## config.mk

```make
export PLATFORM = sky130hd
export DESIGN_NAME = ioperm_addr_gen
export DESIGN_NICKNAME = d
export VERILOG_FILES = /design/src/rtl/ioperm_pkg.sv /design/src/rtl/ioperm_addr_gen.sv
export SDC_FILE = /design/constraint.sdc
export NUM_CORES = 1
export LEC_CHECK = 0
export ABC_CLOCK_PERIOD_IN_PS = 5450
export BUFFER_PORTS_ARGS = -buffer_cell sky130_fd_sc_hd__buf_2
export CORE_UTILIZATION = 55
export DETAILED_ROUTE_END_ITERATION = 7
export PLACE_DENSITY = 0.81
export RECOVER_POWER = 25
export SLEW_MARGIN = 0
export SYNTH_ARGS = -nofsm -noshare
export SYNTH_HDL_FRONTEND = slang
export SYNTH_SLANG_ARGS = --single-unit
export TNS_END_PERCENT = 5
```

## constraint.sdc

```tcl
create_clock -name vclk -period 5.45
set_input_delay 0.545 -clock vclk [all_inputs]
set_output_delay 0.545 -clock vclk [all_outputs]
set_load 0.05 [all_outputs]
```

## src/rtl/ioperm_pkg.sv

```systemverilog
package ioperm_pkg;

    localparam int unsigned BYTE_W = 8;

    typedef enum logic [2:0] {
        ST_IDLE    = 3'd0,
        ST_PTR_LO  = 3'd1,
        ST_PTR_HI  = 3'd2,
        ST_MAP     = 3'd3,
        ST_DONE    = 3'd4
    } chk_state_e;

    typedef enum logic [1:0] {
        SEL_PTR_LO = 2'd0,
        SEL_PTR_HI = 2'd1,
        SEL_MAP    = 2'd2
    } addr_sel_e;

endpackage

```

## src/rtl/ioperm_addr_gen.sv

```systemverilog
module ioperm_addr_gen
    import ioperm_pkg::*;
#(
    parameter int unsigned ADDR_W   = 32,
    parameter int unsigned PORT_W   = 16,
    parameter int unsigned PTR_W    = 16,
    parameter int unsigned PTR_OFS  = 32'h66,
    parameter bit          LIMIT_EN = 1'b1
) (
    input  addr_sel_e           sel_i,
    input  logic [ADDR_W-1:0]   base_i,
    input  logic [PTR_W-1:0]    ptr_i,
    input  logic [PORT_W-1:0]   port_i,
    input  logic [ADDR_W-1:0]   limit_i,
    output logic [ADDR_W-1:0]   addr_o,
    output logic                over_o
);
    localparam int unsigned IDX_W  = $clog2(BYTE_W);
    localparam int unsigned MOFS_W = PTR_W + 1;

    logic [MOFS_W-1:0] map_off;
    logic [ADDR_W-1:0] map_off_ext;

    // Offset of the map byte inside the segment; one spare bit keeps the carry.
    assign map_off     = {1'b0, ptr_i} + MOFS_W'(port_i >> IDX_W);
    assign map_off_ext = ADDR_W'(map_off);

    always_comb begin
        case (sel_i)
            SEL_PTR_LO: addr_o = base_i + ADDR_W'(PTR_OFS);
            SEL_PTR_HI: addr_o = base_i + ADDR_W'(PTR_OFS) + ADDR_W'(1);
            SEL_MAP:    addr_o = base_i + map_off_ext;
            default:    addr_o = base_i;
        endcase
    end

    generate
        if (LIMIT_EN) begin : g_limit
            assign over_o = (map_off_ext > limit_i);
        end else begin : g_nolimit
            assign over_o = 1'b0;
        end
    endgenerate

endmodule

```

==> metrics <==
worst hold path type=in -> out; xor/xnor share of the synthesized area=10.7%; post-detail-place hpwl=approximately 11 mm; Synth Area in Compound Gates=32.6%; Final Max Slew Viols=0; layout cell share with drive strength beyond 1=25.3%; Ports=131; CP endpoint kind=output pin; via/cell ratio=6.33; Sw Pwr=between 0.4 and 0.5 mW; cell family with most CP delay=compound AO/OA/AOI/OAI gates; count of input and output buffers=128; IR drop worst, VDD=around 0.08 mV; Comb power frac=100.0%; global-route wire length before repair=between 20 and 25 mm; Internal=0.305 mW; CP cell instances=buf_2 -> ha_1 -> inv_1 -> fa_2 -> nor2b_1 -> o21a_1 -> o21ai_0 -> a21oi_1 -> o2111ai_2 -> a31oi_2 -> a21oi_1 -> nand2b_1 -> xnor2_2 -> ha_2 -> o21ai_0 -> a32o_1 -> a31oi_4 -> a31oi_4 -> buf_4 -> o31a_1 -> o21ai_2 -> nand3_1 -> xnor2_1 -> buf_4; total gr overflow=0; Die X=between 90 and 100 um; critical path launch point type=primary input; Flop pwr share=0%; Post-DRT Antenna Nets=0; P per Cell Area=149 nW/um^2; Synth cell types=82; Die H=91.6 um; vias=roughly 5500; largest net degree at the start of global routing=61; Final Instance Area=about 5300 sq um; area delta synth->final=20.3%; worst-path fanout max=5; NumNets Final=915; post-place instance area=5160 sq um; critical path endpoint=addr_o[19]; setup TNS=0 ps; Antenna Cells=0; highest routed layer=met4; GP Congestion=0.909; syn nets=800; cts hold-fix bufs=0; row count=32; Stages on worst setup path=24; Data required, critical path=4910 ps; fin crit period=roughly 5300 ps; area share of and/or/nand/nor cells after synthesis=a little under a third; pre-CTS setup slack=-97.8 ps; crit path max-delay cell type=fa_2; cell taking the most area after synthesis=ha_1; sequential fraction of the synthesis area=0%; FF+latch area=0 sq um; drt total wl=14.0 mm; Setup CP Type=in -> out; Clk pwr share=0%; final setup vio count=0; wire length on met1=roughly 6.0 mm; vias in the first global route=5065; Arr. time, crit path=4770 ps; MaxCap Viol Count=0; status=complete, no violations; post-route worst setup slack=135 ps; Total GRT Usage=between 30% and 40%; Crit. Startpoint=ptr_i[0]; Slew @ Worst Pin=roughly 860 ps; # clk buffers=0; yosys synthesis warning count=0; Final Hold Fails=0; mux cell area share after synthesis=3.17%; initial antenna violation count=0; fmax=about 0.19 GHz; Pre-antenna DRT Iters=5; Post-Synth Adder-Cell Area=15.1%; die footprint=between 8000 and 9000 sq um; WP buf/inv=4; Rel. slew slack=42.4%; sequential cells=0; max incr delay on CP=roughly 350 ps; CORE AREA=7770 sq um; drt drc=0; initial drt markers=423; switching part of the total=61.4%; Avg Cell Area, Syn=6.80 sq um; Mapped Cells=650; LEAKAGE=around 2.3 nW; post-synth top area share=14.2%; Synth area leaders=ha_1 (14%), a21oi_1 (6.1%), xnor2_1 (5.9%), nor2_1 (4.8%), xor2_1 (4.8%); routed len/inst=16.2 um; period utilization=97.5%; metal2 WL=6.93 mm; main combinational cell family by area after synthesis=compound AO/OA/AOI/OAI gates; Met3 Wirelength=about 830 um; synthesized cell area=4420 sq um; initial core utilization=~57%
-- area by class of cell --
| cell class | instances | area, sq um |
|---|---|---|
| tap | 102 | 128 |
| fill | 697 | 2450 |
| inverter | 39 | 146 |
| multi-input combinational | 576 | 4240 |
| timing repair buffer | 148 | 802 |
-- metal layers --
| layer | vias to the layer above | global-route usage [%] |
|---|---|---|
| met5 | - | 0 |
| met4 | 0 | 8.60 |
| met3 | 28 | 1.24 |
| met2 | 261 | 59.5 |
| met1 | 2511 | 40.3 |
| li1 | 2675 | - |
-- worst min path at each step --
stage                             to  cells after the start         from
after floorplan               over_o                      3  limit_i[22]
after CTS                 addr_o[25]                      3   base_i[25]
after global routing      addr_o[25]                      3   base_i[25]
final                     addr_o[25]                      3   base_i[25]
after global placement    addr_o[25]                      3   base_i[25]
after detailed placement  addr_o[25]                      3   base_i[25]
-- placed cells by master (no fill, tap or decap), types with 11 or more instances in the layout --
master    instances
buf_4            26
nand2b_1         13
nand3_1          19
o21ai_0          31
a21oi_1          53
o211ai_1         11
nor3_1           27
nand2_1          51
xor2_1           23
nor2_1           57
ha_1             48
buf_2           113
xnor2_1          29
nand4_1          17
inv_1            39
-- logic make-up after synthesis --
family | Yosys count
buffers and inverters | 74
adders and majority gates | 52
AOI/OAI and AO/OA | 204
muxes | 11
xor gates and xnor gates | 54
and+or+nand+nor | 255
-- cells in the mapped netlist (6+ instances only) --
master	instances
nor2_1	57
a21oi_1	54
nand2_1	51
ha_1	50
inv_1	39
o21ai_0	34
nor3_1	31
xnor2_1	30
xor2_1	24
nand3_1	19
clkbuf_1	18
nand4_1	17
nand2b_1	14
a31oi_1	11
o211ai_1	11
a211oi_1	10
a21o_1	10
o21a_1	10
o22ai_1	10
nor2b_1	9
and3_1	7
buf_2	7
and4_1	6
nor4_1	6
o31ai_1	6
-- what timing repair did --
item | 4_1_cts | 5_1_grt
setup buffers | 0 | 2
pin swaps | 0 | 5
gates resized for setup | 2 | 38
endpoints found under the setup margin | 7 | 17
-- per-stage QoR --
stage	util (%)	power [mW]	hold WS, ps	std cells
after floorplan	-	0.544	1360	650
after global placement	66.4	0.717	1490	863
after detailed placement	66.4	0.738	1500	863
after CTS	66.5	0.744	1500	863
after global routing	68.4	0.857	1520	865
final	68.4	0.791	1480	865
-- power groups by stage --
stage | Sequential, mW | Combinational (mW) | Clock, mW
floorplan | 0 | 0.544 | 0
global placement | 0 | 0.717 | 0
detailed placement | 0 | 0.738 | 0
CTS | 0 | 0.744 | 0
global route | 0 | 0.857 | 0
finish | 0 | 0.791 | 0
No activity file was read; power rests on OpenSTA's default activity.
